===== src/rtl/pmc_pkg.sv =====
package pmc_pkg;

  typedef enum logic [2:0] {
    PM_OFF    = 3'd0,
    PM_STBY   = 3'd1,
    PM_ACT    = 3'd2,
    PM_MCU    = 3'd3,
    PM_SOCERR = 3'd4,
    PM_RDDR   = 3'd5,
    PM_RGPIO  = 3'd6,
    PM_RECOV  = 3'd7
  } pm_mode_e;

  // error can pull the controller out of this mode
  function automatic logic err_can_take(pm_mode_e m);
    return !(m inside {PM_OFF, PM_RECOV});
  endfunction

  // retention may be entered from this mode
  function automatic logic ret_capable(pm_mode_e m);
    return m inside {PM_ACT, PM_MCU};
  endfunction

  // host owns the driver-enable bit in this mode
  function automatic logic host_owns_drv(pm_mode_e m);
    return m inside {PM_ACT, PM_MCU};
  endfunction

  // driver enable is forced or cleared low in this mode
  function automatic logic drv_forced_low(pm_mode_e m);
    return m inside {PM_OFF, PM_STBY, PM_RDDR, PM_RGPIO, PM_RECOV};
  endfunction

  // retention flavour: DDR select wins over GPIO select
  function automatic pm_mode_e ret_target(logic sel_ddr);
    return sel_ddr ? PM_RDDR : PM_RGPIO;
  endfunction

  function automatic logic mcu_on(pm_mode_e m);
    return m inside {PM_ACT, PM_MCU, PM_SOCERR};
  endfunction

endpackage


===== src/rtl/pmc_next.sv =====
module pmc_next
  import pmc_pkg::*;
(
  input  pm_mode_e mode_q,
  input  logic     supply_ok,
  input  logic     startup_evt,
  input  logic     trig_active,
  input  logic     trig_mcu,
  input  logic     trig_socerr,
  input  logic     trig_wake_b,
  input  logic     trig_ret,
  input  logic     ret_sel_ddr,
  input  logic     ret_sel_gpio,
  input  logic     err_flag,
  input  logic     recover_done,
  output pm_mode_e mode_d,
  output logic     evt_err,
  output logic     evt_uv,
  output logic     evt_ret,
  output logic     evt_ret_nosel
);

  logic ret_any_sel;

  assign ret_any_sel   = ret_sel_ddr | ret_sel_gpio;
  assign evt_err       = err_flag && err_can_take(mode_q);
  assign evt_uv        = !supply_ok && !evt_err;
  assign evt_ret       = !evt_err && !evt_uv && trig_ret && ret_capable(mode_q) && ret_any_sel;
  assign evt_ret_nosel = !evt_err && !evt_uv && trig_ret && ret_capable(mode_q) && !ret_any_sel;

  always_comb begin
    mode_d = mode_q;
    if (evt_err) begin
      mode_d = PM_RECOV;
    end else if (evt_uv) begin
      mode_d = PM_OFF;
    end else if (evt_ret) begin
      mode_d = ret_target(ret_sel_ddr);
    end else begin
      unique case (mode_q)
        PM_OFF:    mode_d = PM_STBY;
        PM_STBY:   if (startup_evt) mode_d = PM_ACT;
        PM_ACT: begin
          if (trig_socerr)   mode_d = PM_SOCERR;
          else if (trig_mcu) mode_d = PM_MCU;
        end
        PM_MCU:    if (trig_active) mode_d = PM_ACT;
        PM_SOCERR: if (trig_wake_b) mode_d = PM_MCU;
        PM_RDDR, PM_RGPIO: begin
          if (trig_active)   mode_d = PM_ACT;
          else if (trig_mcu) mode_d = PM_MCU;
        end
        PM_RECOV:  if (recover_done) mode_d = PM_STBY;
        default:   mode_d = PM_OFF;
      endcase
    end
  end

endmodule


===== src/rtl/pmc_drv.sv =====
module pmc_drv
  import pmc_pkg::*;
(
  input  logic     clk,
  input  logic     rst_n,
  input  pm_mode_e mode_q,
  input  pm_mode_e mode_d,
  input  logic     drv_wr,
  input  logic     drv_wr_val,
  output logic     drv_q
);

  logic drv_d;

  always_comb begin
    drv_d = drv_q;
    if (drv_forced_low(mode_d))
      drv_d = 1'b0;
    else if (drv_wr && host_owns_drv(mode_q))
      drv_d = drv_wr_val;
  end

  always_ff @(posedge clk or negedge rst_n) begin
    if (!rst_n) drv_q <= 1'b0;
    else        drv_q <= drv_d;
  end

endmodule


===== src/rtl/pmc_rails.sv =====
module pmc_rails
  import pmc_pkg::*;
#(
  parameter int unsigned        N_MCU         = 3,
  parameter int unsigned        N_MAIN        = 4,
  parameter int unsigned        N_RET         = 4,
  parameter logic [N_RET-1:0]   DDR_RET_MASK  = '1,
  parameter logic [N_RET-1:0]   GPIO_RET_MASK = '1
) (
  input  pm_mode_e          mode_q,
  output logic [N_MCU-1:0]  mcu_rail_en,
  output logic [N_MAIN-1:0] main_rail_en,
  output logic [N_RET-1:0]  ret_rail_en
);

  logic in_act, in_rddr, in_rgpio;

  assign in_act   = (mode_q == PM_ACT);
  assign in_rddr  = (mode_q == PM_RDDR);
  assign in_rgpio = (mode_q == PM_RGPIO);

  assign mcu_rail_en  = {N_MCU{mcu_on(mode_q)}};
  assign main_rail_en = {N_MAIN{in_act}};

  for (genvar gi = 0; gi < N_RET; gi++) begin : g_ret
    assign ret_rail_en[gi] = in_act
                           | (in_rddr  & DDR_RET_MASK[gi])
                           | (in_rgpio & GPIO_RET_MASK[gi]);
  end

endmodule


===== src/rtl/pwr_mode_ctrl.sv =====
module pwr_mode_ctrl
  import pmc_pkg::*;
#(
  parameter int unsigned      N_MCU         = 3,
  parameter int unsigned      N_MAIN        = 4,
  parameter int unsigned      N_RET         = 4,
  parameter logic [N_RET-1:0] DDR_RET_MASK  = 4'b0011,
  parameter logic [N_RET-1:0] GPIO_RET_MASK = 4'b1100
) (
  input  logic              clk,
  input  logic              rst_n,
  input  logic              supply_ok,
  input  logic              startup_evt,
  input  logic              trig_active,
  input  logic              trig_mcu,
  input  logic              trig_socerr,
  input  logic              trig_wake_b,
  input  logic              trig_ret,
  input  logic              ret_sel_ddr,
  input  logic              ret_sel_gpio,
  input  logic              err_flag,
  input  logic              recover_done,
  input  logic              drv_wr,
  input  logic              drv_wr_val,
  output logic [2:0]        mode,
  output logic [N_MCU-1:0]  mcu_rail_en,
  output logic [N_MAIN-1:0] main_rail_en,
  output logic [N_RET-1:0]  ret_rail_en,
  output logic              drv_en,
  output logic              safe_rec_exit
);

  pm_mode_e mode_q, mode_d;
  logic     evt_err, evt_uv, evt_ret, evt_ret_nosel;

  pmc_next u_next (
    .mode_q        (mode_q),
    .supply_ok     (supply_ok),
    .startup_evt   (startup_evt),
    .trig_active   (trig_active),
    .trig_mcu      (trig_mcu),
    .trig_socerr   (trig_socerr),
    .trig_wake_b   (trig_wake_b),
    .trig_ret      (trig_ret),
    .ret_sel_ddr   (ret_sel_ddr),
    .ret_sel_gpio  (ret_sel_gpio),
    .err_flag      (err_flag),
    .recover_done  (recover_done),
    .mode_d        (mode_d),
    .evt_err       (evt_err),
    .evt_uv        (evt_uv),
    .evt_ret       (evt_ret),
    .evt_ret_nosel (evt_ret_nosel)
  );

  always_ff @(posedge clk or negedge rst_n) begin
    if (!rst_n) mode_q <= PM_OFF;
    else        mode_q <= mode_d;
  end

  pmc_drv u_drv (
    .clk        (clk),
    .rst_n      (rst_n),
    .mode_q     (mode_q),
    .mode_d     (mode_d),
    .drv_wr     (drv_wr),
    .drv_wr_val (drv_wr_val),
    .drv_q      (drv_en)
  );

  pmc_rails #(
    .N_MCU         (N_MCU),
    .N_MAIN        (N_MAIN),
    .N_RET         (N_RET),
    .DDR_RET_MASK  (DDR_RET_MASK),
    .GPIO_RET_MASK (GPIO_RET_MASK)
  ) u_rails (
    .mode_q       (mode_q),
    .mcu_rail_en  (mcu_rail_en),
    .main_rail_en (main_rail_en),
    .ret_rail_en  (ret_rail_en)
  );

  assign mode          = mode_q;
  assign safe_rec_exit = (mode_q == PM_RECOV);

endmodule


===== config.mk =====
export PLATFORM = sky130hd
export DESIGN_NAME = pwr_mode_ctrl
export DESIGN_NICKNAME = d
export VERILOG_FILES = /design/src/rtl/pmc_pkg.sv /design/src/rtl/pmc_next.sv /design/src/rtl/pmc_drv.sv /design/src/rtl/pmc_rails.sv /design/src/rtl/pwr_mode_ctrl.sv
export SDC_FILE = /design/constraint.sdc
export NUM_CORES = 1
export LEC_CHECK = 0
export ABC_AREA = 0
export BUFFER_PORTS_ARGS = -buffer_cell sky130_fd_sc_hd__buf_2
export CAP_MARGIN = 20
export CORE_MARGIN = 5
export CORE_UTILIZATION = 40
export CTS_CLUSTER_DIAMETER = 60
export DETAILED_ROUTE_END_ITERATION = 10
export GPL_TIMING_DRIVEN = 0
export MAX_ROUTING_LAYER = met4
export PLACE_DENSITY = 0.72
export SYNTH_ARGS = -nofsm -noshare
export SYNTH_HDL_FRONTEND = slang
export SYNTH_SLANG_ARGS = --single-unit

===== constraint.sdc =====
create_clock -name clk -period 4.6 [get_ports clk]
set_clock_uncertainty 0.2 [all_clocks]
set_input_delay 0.23 -clock clk [delete_from_list [all_inputs] [get_ports clk]]
set_output_delay 0.23 -clock clk [all_outputs]
set_load 0.05 [all_outputs]

Word-level counts from Yosys, hierarchy flattened

Index checks and enable logic that the tools add are counted.

Bits in registers: 4
Output and inout port bits: 16

Eq/ne operators: 11
Mux-type cells: 14
Bitwise logic cells: 3
Reductions and logical operators: 19

Operators with widths:

| kind                                                                   | count |
|---|---|
| 3-bit two-way mux                                                      | 10 |
| 3-bit equality test (second input constant)                            | 7 |
| 3-bit one-hot mux with 7 select lines                                  | 1 |
| 1-bit logical AND                                                      | 7 |
| 3-bit by 1-bit equality test with 1-bit output (second input constant) | 2 |
| 3-bit by 2-bit equality test with 1-bit output (second input constant) | 2 |
| 3-bit zero test                                                        | 2 |
| 2-bit nonzero test                                                     | 3 |
| 5-bit nonzero test                                                     | 1 |
| 1-bit zero test                                                        | 4 |
| 1-bit OR                                                               | 3 |
| 3-bit nonzero test                                                     | 1 |
| 1-bit two-way mux                                                      | 2 |
| 2-bit two-way mux                                                      | 1 |
| 2-bit OR reduction                                                     | 1 |

Depth between registers and ports, before layout

Gate-level depths: netlist of run 1.

Word-level depth: 17
Mapped depth: 7
Gate-level depth less buffers: 5

Hierarchy

From an unflattened synthesis of run 1, not the netlist that was laid out.

Cells, all modules: 73
Area, all modules: 586.8 sq um

Modules (own cells, without submodules):

| module        | times used | cells each | area each (sq um) | sequential area each (sq um) |
|---|---|---|---|---|
| pmc_next      | 1          | 49         | 327.8             | 0.0 |
| pmc_rails     | 1          | 14         | 105.1             | 0.0 |
| pwr_mode_ctrl | 1          | 4          | 81.3              | 75.1 |
| pmc_drv       | 1          | 6          | 72.6              | 25.0 |

Worst setup path after synthesis of run 1

No wires, ideal clock.

Kind: reg2out
From: register mode_q[1], in the netlist mode[1]
To: output port ret_rail_en[1]
Arrival: 1.912 ns
Data required time: 4.170 ns
Path slack: 2.258 ns
Cell stages (with the launch flop): 7
Buffers on the path: 3
Path through: dfrtp_1 > buf_6 > buf_6 > nand2b_1 > nor2_1 > a21o_1 > buf_4

Word-level cells in the longest chain between the ends: 2

RTL lines:

| what                                           | RTL line            | source |
|---|---|---|
| from (decl)                                    | pwr_mode_ctrl.sv:33 | `pm_mode_e mode_q, mode_d;` |
| from (signal assigned)                         | pwr_mode_ctrl.sv:58 | `else mode_q <= mode_d;` |
| 3-bit by 2-bit equality test with 1-bit output | pmc_rails.sv:18     | `assign in_act = (mode_q == PM_ACT);` |
| named net u_rails.in_act                       | pmc_rails.sv:16     | `logic in_act, in_rddr, in_rgpio;` |
| 1-bit OR                                       | --                  |  |
| to (decl)                                      | pwr_mode_ctrl.sv:28 | `output logic [N_RET-1:0] ret_rail_en,` |

The timed path passes the listed nets, and every way through them passes these cells.

Worst setup path in the final report of run 1

From: register mode_q[0], in the netlist mode[0]
To: output port ret_rail_en[1]

Word-level cells in the longest chain between the ends: 2

RTL lines:

| what                                           | RTL line        | source |
|---|---|---|
| 3-bit by 2-bit equality test with 1-bit output | pmc_rails.sv:18 |  |
| named net u_rails.in_act                       | pmc_rails.sv:16 |  |
| 1-bit OR                                       | pmc_rails.sv:27 | `\| (in_rddr & DDR_RET_MASK[gi])` |

The timed path passes the listed nets, and every way through them passes these cells.

==> metrics.yaml, run 1 <==
run_status:
  status: "finished clean"
floorplan:
  row_count: 13
  start_util_pct: 43.8
  ios: 31
  core_um2: 1330
  die_w_um: 48.2
  die_h_um: 48.2
  die_area_um2: 2330
finish:
  final_layout_size_suffix_gt1_share_pct: 49.0
  final_util_pct: 58.9
  n_fill_cell: 130
  n_antenna_cell: 0
  final_common_cell: "buf_2"
  final_cell_mix: "31 x buf_2, 8 x buf_4, 6 x inv_1"
  num-nets-final: 121
  area_growth_pct: 34.5
clocking:
  cts.reportedPaths.clkPinSlew_ns: 0.05
  cts.path.max_buffers: 2
  cts_resized: 0
  root_buffer: "clkbuf_4"
  clk_latency_ns: 0.25
  cts_sinks: 4
  cts_tree: "done"
  htree_levels: 1
  cts-buffers-inserted: 3
sta:
  slew_violations: 0
  timing.slew.headroom_pct: 75.3
  rsz0062_at_grt: "false"
  post-route-min-period_ns: 2.18
  finalSetupTns_ns: 0
  finalSetupViolCount: 0
  hold_viol: 0
  max_freq_ghz: 0.458
  finalCritPeriodShare_pct: 47.5
  worst_slew_pin_slew_ns: 0.370
synth:
  syn_area_per_cell_um2: 8.35
  synth_warnings: 0
  syn_area_um2: 584
  syn_nets: 85
  ys_types: 37
  yosysSeqAreaShare_pct: 17.1
  syn_inst: 70
  ys_ff_latch: 4
drt:
  drtIter0Drc: 9
  vias_per_cell: 5.26
  num_vias: 626
  antenna_left: 0
  wl_per_cell_um: 12.7
  drt_first_pass_iters: 4
  drc_errors: 0
  routed_wl_um: 1510
grt:
  grt_remaining_overflow: 0
  grt_pass1_wl_um: 2400
  antenna_found_initial: 0
  grt_max_degree: 11
  grtUsageTotal_pct: 15.2
  grt_pass1_vias: 559
flow_run:
  cap_violations: 0
placed_design:
  place_hpwl_um: 1210
  routabilityCongestion: 0.860
  port_buffers: 30
setup_path:
  critPathRequiredTime_ns: 4.17
  crit_path_cell_trace: "buf_2 -> nand2b_1 -> nor2_1 -> a21o_1 -> buf_4 -> buf_2"
  cp.buffers_inverters: 3
  cp_slowest_cell: "dfrtp_1"
  critPathLaunchType: "register"
  arrival_ns: 1.75
  endpoint_kind: "primary output"
  crit_family: "buffers and inverters"
  crit_type: "register to primary output"
  crit_top_cell: "buf_2"
  crit_fanout: 10
  critPathMaxStageDelay_ns: 0.40
min_path:
  hold_class: "primary input to register"
## per-layer routing
metal | global-route usage [%] | up-vias | wire, um
li1 | - | 316 | -
met5 | - | - | 0
met2 | 24.5 | 24 | 741
met4 | 8.06 | 0 | 24
met3 | 2.21 | 2 | 105
met1 | 18.1 | 284 | 638
## logic make-up after synthesis
kind of cell	share of synthesized area [%]
AOI/OAI and AO/OA	28.3
xor gates and xnor gates	1.50
muxes	5.35
and+or+nand+nor	24.4
DFF	17.1
buffers and inverters	23.3
## through the flow
step / hold WS (ns) / cells / setup slack [ns] / area, um^2
after floorplan: -0.266 / 70 / 2.26 / 584
after global placement: -0.166 / 115 / 2.60 / 753
after detailed placement: -0.159 / 115 / 2.59 / 753
after global routing: 0.0870 / 119 / 2.29 / 786
after CTS: 0.0501 / 119 / 2.39 / 786
final: 0.0490 / 119 / 2.42 / 786
## final timing paths
kind	start	endpoint	slack (ns)	cells past startpoint
worst max-delay path	mode[0]$_DFF_PN0_	ret_rail_en[1]	2.42	6
worst min-delay path	supply_ok	mode[0]$_DFF_PN0_	0.05	2
worst max register to register	mode[0]$_DFF_PN0_	u_drv.drv_q$_DFFE_PN0P_	2.57	6
worst min register to register	u_drv.drv_q$_DFFE_PN0P_	u_drv.drv_q$_DFFE_PN0P_	0.55	3
max in group asynchronous	rst_n	u_drv.drv_q$_DFFE_PN0P_	3.94	2
min in group asynchronous	rst_n	mode[0]$_DFF_PN0_	0.12	2
## layout make-up
cell class,count,area [um^2],area share [%]
sequential,4,100,12.7
inverter,6,22.5,2.87
buffer,13,114,14.5
multi-input combinational,47,348,44.3
clock buffer,3,22.5,2.87
tap,15,18.8,2.39
timing repair buffer,31,160,20.4
## state kept, by name, summed over array words and instances, names as in the netlist
| register | flops |
|---|---|
| mode | 3 |
| u_drv.drv_q | 1 |
## worst register-to-register path: cells and delay by family, from the launching register on
| family | cells | cell delay (ns) |
|---|---|---|
| AND/OR/NAND/NOR | 1 | 0.20 |
| flip-flops | 1 | 0.40 |
| AO/OA/AOI/OAI | 4 | 0.90 |
| buffers and inverters | 1 | 0.19 |
## repair_timing
action,CTS,global route
buffers inserted,0,0
hold endpoints to repair,4,0
endpoints found under the setup margin,0,0
hold buffers,1,0
## cells in the mapped netlist, drive strengths merged
cell type,number,share of area [%]
a211o,1,1.5
a211oi,1,3.4
a21o,2,2.6
a21oi,2,1.7
a221o,1,1.7
a31oi,3,3.2
a32oi,1,1.5
and3,1,1.3
and4,1,1.5
buf,13,19
dfrtp,4,17
inv,6,3.9
mux2,1,1.9
mux2i,2,3.4
nand2,2,1.3
nand2b,2,2.1
nand3b,3,4.5
nor2,5,3.2
nor2b,1,1.1
nor3,1,0.86
nor3b,2,2.6
o211ai,1,1.3
o21a,1,1.3
o21ai,3,2.6
o2bb2ai,1,1.5
o32a,1,1.7
o32ai,2,4.3
or2,2,2.1
or3,1,1.1
or3b,1,1.5
or4,1,1.3
xnor2,1,1.5
Power of run 1 is left out: the tool's default activity adds up to more than one toggle a clock period on the data nets, which glitch-free logic cannot reach.
==> run 2: changes to the inputs <==
--- a/config.mk
+++ b/config.mk
@@ -5,7 +5,7 @@
 export SDC_FILE = /design/constraint.sdc
 export NUM_CORES = 1
 export LEC_CHECK = 0
-export ABC_AREA = 0
+export ABC_AREA = 1
 export BUFFER_PORTS_ARGS = -buffer_cell sky130_fd_sc_hd__buf_2
 export CAP_MARGIN = 20
 export CORE_MARGIN = 5
@@ -14,7 +14,7 @@
 export DETAILED_ROUTE_END_ITERATION = 10
 export GPL_TIMING_DRIVEN = 0
 export MAX_ROUTING_LAYER = met4
-export PLACE_DENSITY = 0.72
+export PLACE_DENSITY = 0.71
 export SYNTH_ARGS = -nofsm -noshare
 export SYNTH_HDL_FRONTEND = slang
 export SYNTH_SLANG_ARGS = --single-unit
==> constraint.sdc (replaced) <==
create_clock -name clk -period 2.15 [get_ports clk]
set_clock_uncertainty 0.2 [all_clocks]
set_input_delay 0.1075 -clock clk [delete_from_list [all_inputs] [get_ports clk]]
set_output_delay 0.1075 -clock clk [all_outputs]
set_load 0.05 [all_outputs]
==> metrics.yaml, run 2 <==
floorplan:
  start_util_pct: 42.2  # -1.6 points
  die_area_um2: 2510  # +7.9%
  ios: 31  # unchanged
  die_h_um: 50.1  # +3.9%
  die_w_um: 50.1  # +3.9%
  core_um2: 1520  # +14%
  row_count: 14  # +1
sta:
  worst_slack_ns: 0.267  # -2.15 ns
  max_freq_ghz: 0.531
  rsz0062_at_grt: "false"
  finalCritPeriodShare_pct: 87.6
  timing.slew.headroom_pct: 83.6  # +8.3 points
  post-route-min-period_ns: 1.88
  finalSetupViolCount: 0  # unchanged
  hold_viol: 0  # unchanged
  worst_slew_pin_slew_ns: 0.245  # -0.125 ns
  slew_violations: 0  # unchanged
  hold-worst-slack_ns: 0.00373  # -0.0453 ns
synth:
  synth-xor-area-share_pct: 0  # -1.5 points
  async_flop_share_pct: 100  # unchanged
  syn_area_um2: 643  # +10%
  synth_compound_area_share_pct: 5.45  # -23 points
  syn_area_per_cell_um2: 6.63  # -21%
  synth-edff-count: 0  # unchanged
  ys_ff_latch: 4  # unchanged
  syn_nets: 112  # +32%
  yosysSeqAreaShare_pct: 15.6  # -1.6 points
  ys_top_cells_by_area: "nand2_1 16%, dfrtp_1 16%, buf_4 9.3%"
  synth-main-ff-cell: "dfrtp_1"
  syn_inst: 97  # +39%
  yosys.area_share.adder_pct: 0  # unchanged
  synth_common_cells: "28 x nand2_1, 10 x nor2_1, 8 x buf_4, 8 x inv_1, 7 x nand3_1"
  synth_top_area_share_pct: 16.3  # -0.79 points
  synthMuxAreaShare_pct: 1.75  # -3.6 points
  yosysTopAreaCell: "nand2_1"
  synth_warnings: 0  # unchanged
  synthSimpleGateAreaFrac_pct: 51.2  # +27 points
  ys_types: 26  # -30%
  yosysMostFrequentCell: "nand2_1"
  synth_top_family_by_area: "simple AND/OR/NAND/NOR gates"
setup_path:
  endpoint_kind: "primary output"
  arrival_ns: 1.58  # -0.17 ns
  crit_path_cell_trace: "buf_6 -> inv_2 -> nand2_2 -> o211ai_1 -> buf_4 -> buf_2"
  crit_family: "buffers and inverters"
  critPathRequiredTime_ns: 1.84  # -2.33 ns
  r2r_start: "mode[2]$_DFF_PN0_"
  critPathMaxStageDelay_ns: 0.39  # about the same
  crit_type: "register to primary output"
  cp.buffers_inverters: 4  # +1
  critPathLaunchType: "register"
  cp_slowest_cell: "dfrtp_2"
  reg2regPathDepth: 9  # +3
  crit_fanout: 8  # -2
  r2r_end: "u_drv.drv_q$_DFFE_PN0P_"
  reg2reg_slack_ns: 0.47  # -2.10 ns
clocking:
  cts_sinks: 4  # unchanged
  post-cts-setup-buffers: 0  # unchanged
  clk_latency_ns: 0.24  # about the same
  cts.reportedPaths.clkPinSlew_ns: 0.04  # about the same
  cts-buffers-inserted: 3  # unchanged
  htree_levels: 1  # unchanged
  cts_tree: "done"
  cts.path.max_buffers: 2  # unchanged
  root_buffer: "clkbuf_4"
finish:
  final_common_cell: "buf_2"
  num-nets-final: 148  # +22%
  final_layout_size_suffix_gt1_share_pct: 48.5  # -0.55 points
  final_util_pct: 56.0  # -2.9 points
  n_fill_cell: 165  # +27%
  largest_reg_flops: 3  # unchanged
  final_cell_mix: "30 x buf_2, 28 x nand2_1, 10 x nor2_1"
  area_growth_pct: 32.7
  n_antenna_cell: 0  # unchanged
grt:
  grt_remaining_overflow: 0  # unchanged
  grt_pass1_wl_um: 2390  # -0.58%
  antenna_found_initial: 0  # unchanged
  grt_max_degree: 11  # unchanged
  grtUsageTotal_pct: 11.8  # -3.4 points
  grt_pass1_vias: 609  # +8.9%
placed_design:
  place_hpwl_um: 1220  # +1.2%
  port_buffers: 30  # unchanged
  pre_cts_ws_ns: 0.467  # -2.13 ns
  routabilityCongestion: 0.775  # -9.9%
drt:
  antenna_left: 0  # unchanged
  drtIter0Drc: 7  # -2
  routed_wl_um: 1440  # -4.4%
  vias_per_cell: 4.75  # -9.7%
  num_vias: 703  # +12%
  drc_errors: 0  # unchanged
  wl_per_cell_um: 9.75  # -23%
  drt_first_pass_iters: 2  # -2
min_path:
  hold_class: "primary input to async pin"
flow_run:
  cap_violations: 0  # unchanged
run_status:
  status: "finished clean"
-- run 2: cell count changes in the layout (fill, tap and decap cells not counted), moves of 4 or more --
| cell | before | now |
|---|---|---|
| nand2_1 | 2 | 28 |
| nand3_1 | 0 | 7 |
| inv_2 | 0 | 4 |
| nand4_1 | 0 | 5 |
| nor2_1 | 5 | 10 |
-- run 2: timing repair --
action                    CTS  global route
hold endpoints to repair    4             0
hold buffers                1             0
gates resized for setup     0             0
-- run 2: worst max-delay path by stage --
stage                      start                 endpoint  depth (start not counted)
5_1_grt        mode[0]$_DFF_PN0_           mcu_rail_en[2]                          6
2_1_floorplan  mode[2]$_DFF_PN0_           mcu_rail_en[1]                          5
3_5_place_dp   mode[2]$_DFF_PN0_  u_drv.drv_q$_DFFE_PN0P_                          9
3_3_place_gp   mode[2]$_DFF_PN0_  u_drv.drv_q$_DFFE_PN0P_                          9
6_report       mode[0]$_DFF_PN0_           mcu_rail_en[1]                          6
4_1_cts        mode[0]$_DFF_PN0_           mcu_rail_en[2]                          6
-- run 2: layer usage --
layer | up-vias | global-route usage (%) | wire length (um)
li1 | 371 | - | -
met1 | 312 | 13.8 | 582
met2 | 18 | 20.7 | 754
met3 | 2 | 0.904 | 93
met4 | 0 | 3.93 | 12
met5 | - | - | 0
-- run 2: stage by stage --
stage               cells  TNS, ns  area (um^2)
floorplan              97   -0.426          647
CTS                   148        0          853
detailed placement    143        0          817
global route          148        0          853
finish                148        0          853
global placement      143        0          817
-- run 2: layout make-up --
type                            instances  area [um^2]  area share (%)
Multi-Input combinational cell         68          375            44.0
Inverter                               13         53.8            6.30
Clock buffer                            4         26.3            3.08
Buffer                                 12          114            13.3
Sequential cell                         4          104            12.2
Timing Repair Buffer                   31          160            18.8
Tap cell                               16         20.0            2.35
-- run 2: kinds of logic (layout without fill, tap and decap cells) --
family                 Yosys count  in the layout
DFF                              4              4
and+or+nand+nor                 62             62
AOI/OAI and AO/OA                5              5
muxes                            1              1
buffers and inverters           25             60
-- run 2: worst reg2reg max path, cell delays in order (launching register included) --
cell and delay (ns):
dfrtp_2 0.39, buf_6 0.14, inv_6 0.06, buf_12 0.12, nand3_4 0.08, nand2_4 0.10
nand2_1 0.06, mux2_1 0.30, o21ai_1 0.07, nor2_1 0.05
Power of run 2 is left out for the same reason.
==> run 3: changes to the inputs <==
--- a/config.mk
+++ b/config.mk
@@ -5,7 +5,6 @@
 export SDC_FILE = /design/constraint.sdc
 export NUM_CORES = 1
 export LEC_CHECK = 0
-export ABC_AREA = 1
 export BUFFER_PORTS_ARGS = -buffer_cell sky130_fd_sc_hd__buf_2
 export CAP_MARGIN = 20
 export CORE_MARGIN = 5
@@ -14,7 +13,7 @@
 export DETAILED_ROUTE_END_ITERATION = 10
 export GPL_TIMING_DRIVEN = 0
 export MAX_ROUTING_LAYER = met4
-export PLACE_DENSITY = 0.71
+export PLACE_DENSITY = 0.72
 export SYNTH_ARGS = -nofsm -noshare
 export SYNTH_HDL_FRONTEND = slang
 export SYNTH_SLANG_ARGS = --single-unit
==> metrics.yaml, run 3 (same netlist as run 1, synthesis figures left out) <==
sta:
  post-route-min-period_ns: 2.08  # +0.196 ns
  max_freq_ghz: 0.481  # -9.4%
  timing.slew.headroom_pct: 78.2  # -5.4 points
  finalCritPeriodShare_pct: 96.7  # +9.1 points
  finalSetupViolCount: 0  # unchanged
  slew_violations: 0  # unchanged
  worst_slew_pin_slew_ns: 0.327  # +0.0818 ns
  hold_viol: 0  # unchanged
  worst_slack_ns: 0.0716  # -0.196 ns
  finalSetupTns_ns: 0  # unchanged
  hold-worst-slack_ns: 0.0375  # +0.0338 ns
setup_path:
  arrival_ns: 2.01  # +0.43 ns
  critPathLaunchType: "register"
  endpoint_kind: "register"
  cp.buffers_inverters: 2  # -2
  critPathRequiredTime_ns: 2.09  # +0.25 ns
  crit_path_cell_trace: "buf_6 -> buf_8 -> nand3b_2 -> mux2i_1 -> or2_1 -> or3_4 -> o32ai_2"
  crit_type: "register to register"
  cp_slowest_cell: "dfrtp_2"
  crit_fanout: 10  # +2
  crit_family: "simple AND/OR/NAND/NOR gates"
  critPathMaxStageDelay_ns: 0.39  # about the same
grt:
  antenna_found_initial: 0  # unchanged
  grt_pass1_vias: 547  # -10%
  grt_max_degree: 11  # unchanged
  grt_remaining_overflow: 0  # unchanged
  grtUsageTotal_pct: 14.2  # +2.5 points
  grt_pass1_wl_um: 2280  # -4.6%
finish:
  n_antenna_cell: 0  # unchanged
  multi_input_area_um2: 368  # -2.0%
  final_common_cell: "buf_2"
  n_fill_cell: 124  # -25%
  final_layout_size_suffix_gt1_share_pct: 55.1  # +6.7 points
  area_growth_pct: 42.2
  num-nets-final: 123  # -17%
  regArea_um2: 104  # unchanged
  final_cell_mix: "31 x buf_2, 9 x buf_4, 6 x inv_1"
  largest_reg_flops: 3  # unchanged
drt:
  drc_errors: 0  # unchanged
  num_vias: 638  # -9.2%
  vias_per_cell: 5.23  # +10%
  wl_per_cell_um: 12.7  # +31%
  routed_wl_um: 1560  # +7.8%
  antenna_left: 0  # unchanged
  drtIter0Drc: 15  # +8
  drt_first_pass_iters: 4  # +2
clocking:
  cts.path.max_buffers: 2  # unchanged
  cts.reportedPaths.clkPinSlew_ns: 0.04  # about the same
  root_buffer: "clkbuf_4"
  cts_sinks: 4  # unchanged
  cts_tree: "done"
  clk_latency_ns: 0.23  # about the same
  htree_levels: 1  # unchanged
  cts-buffers-inserted: 3  # unchanged
min_path:
  hold_class: "primary input to async pin"
placed_design:
  pre_cts_ws_ns: 0.117  # -0.351 ns
  place_hpwl_um: 1190  # -3.0%
  port_buffers: 30  # unchanged
  routabilityCongestion: 0.859  # +11%
floorplan:
  row_count: 13  # -1
  ios: 31  # unchanged
  start_util_pct: 43.8  # +1.6 points
  core_um2: 1330  # -12%
  die_area_um2: 2330  # -7.3%
  die_h_um: 48.2  # -3.7%
  die_w_um: 48.2  # -3.7%
run_status:
  status: "finished clean"
flow_run:
  cap_violations: 0  # unchanged
## run 3: cell count changes in the layout (fill, tap and decap cells not counted), moves of 3 or more
cell and delta:
nand2_1 -26, o21ai_0 +3, nor2_1 -7, nand3_1 -7
inv_2 -4, nand4_1 -5
## run 3: worst paths after layout
| check | startpoint | to | slack [ns] | cells after the start |
|---|---|---|---|---|
| worst max-delay path | mode[2]$_DFF_PN0_ | u_drv.drv_q$_DFFE_PN0P_ | 0.07 | 7 |
| worst min-delay path | rst_n | mode[2]$_DFF_PN0_ | 0.04 | 2 |
| worst max register to register | mode[2]$_DFF_PN0_ | u_drv.drv_q$_DFFE_PN0P_ | 0.07 | 7 |
| worst min register to register | mode[0]$_DFF_PN0_ | mode[2]$_DFF_PN0_ | 0.62 | 3 |
| max in group asynchronous | rst_n | mode[0]$_DFF_PN0_ | 1.58 | 2 |
| min in group clk | err_flag | mode[2]$_DFF_PN0_ | 0.08 | 4 |
## run 3: repair_timing
action,4_1_cts,5_1_grt
buffers inserted,0,1
gates resized for setup,0,4
hold buffers,2,0
endpoints found under the hold margin,6,0
endpoints found under the setup margin,0,2
## run 3: worst reg2reg max path, delay by kind of cell (launching register included)
kind	cells	cell delay, ns
mux	1	0.12
compound gates	1	0.20
flops	1	0.39
buf+inv	2	0.26
simple gates	3	0.81
## run 3: layout make-up
class,count,share of cell area (%)
multi-input cells,47,44.3
repair buffers,33,21.4
plain buffers,13,13.7
flip-flops and latches,4,12.5
clock buffers,4,3.16
inverters,6,2.71
well taps,15,2.26
## run 3: metrics by stage
step / area, um^2 / std cells / utilization [%]
3_3_place_gp: 761 / 115 / 57.0
3_5_place_dp: 761 / 115 / 57.0
5_1_grt: 831 / 122 / 62.3
2_1_floorplan: 592 / 70 / -
6_report: 831 / 122 / 62.3
4_1_cts: 807 / 121 / 60.5
## run 3: metal layers
metal  up-vias  wire length [um]  global-route usage (%)
li1        320                 -                       -
met1       297               642                    17.7
met2        21               818                    24.0
met3         0                93                    2.21
met4         0                 0                    3.23
met5         -                 0                       -
Power of run 3 is left out for the same reason.
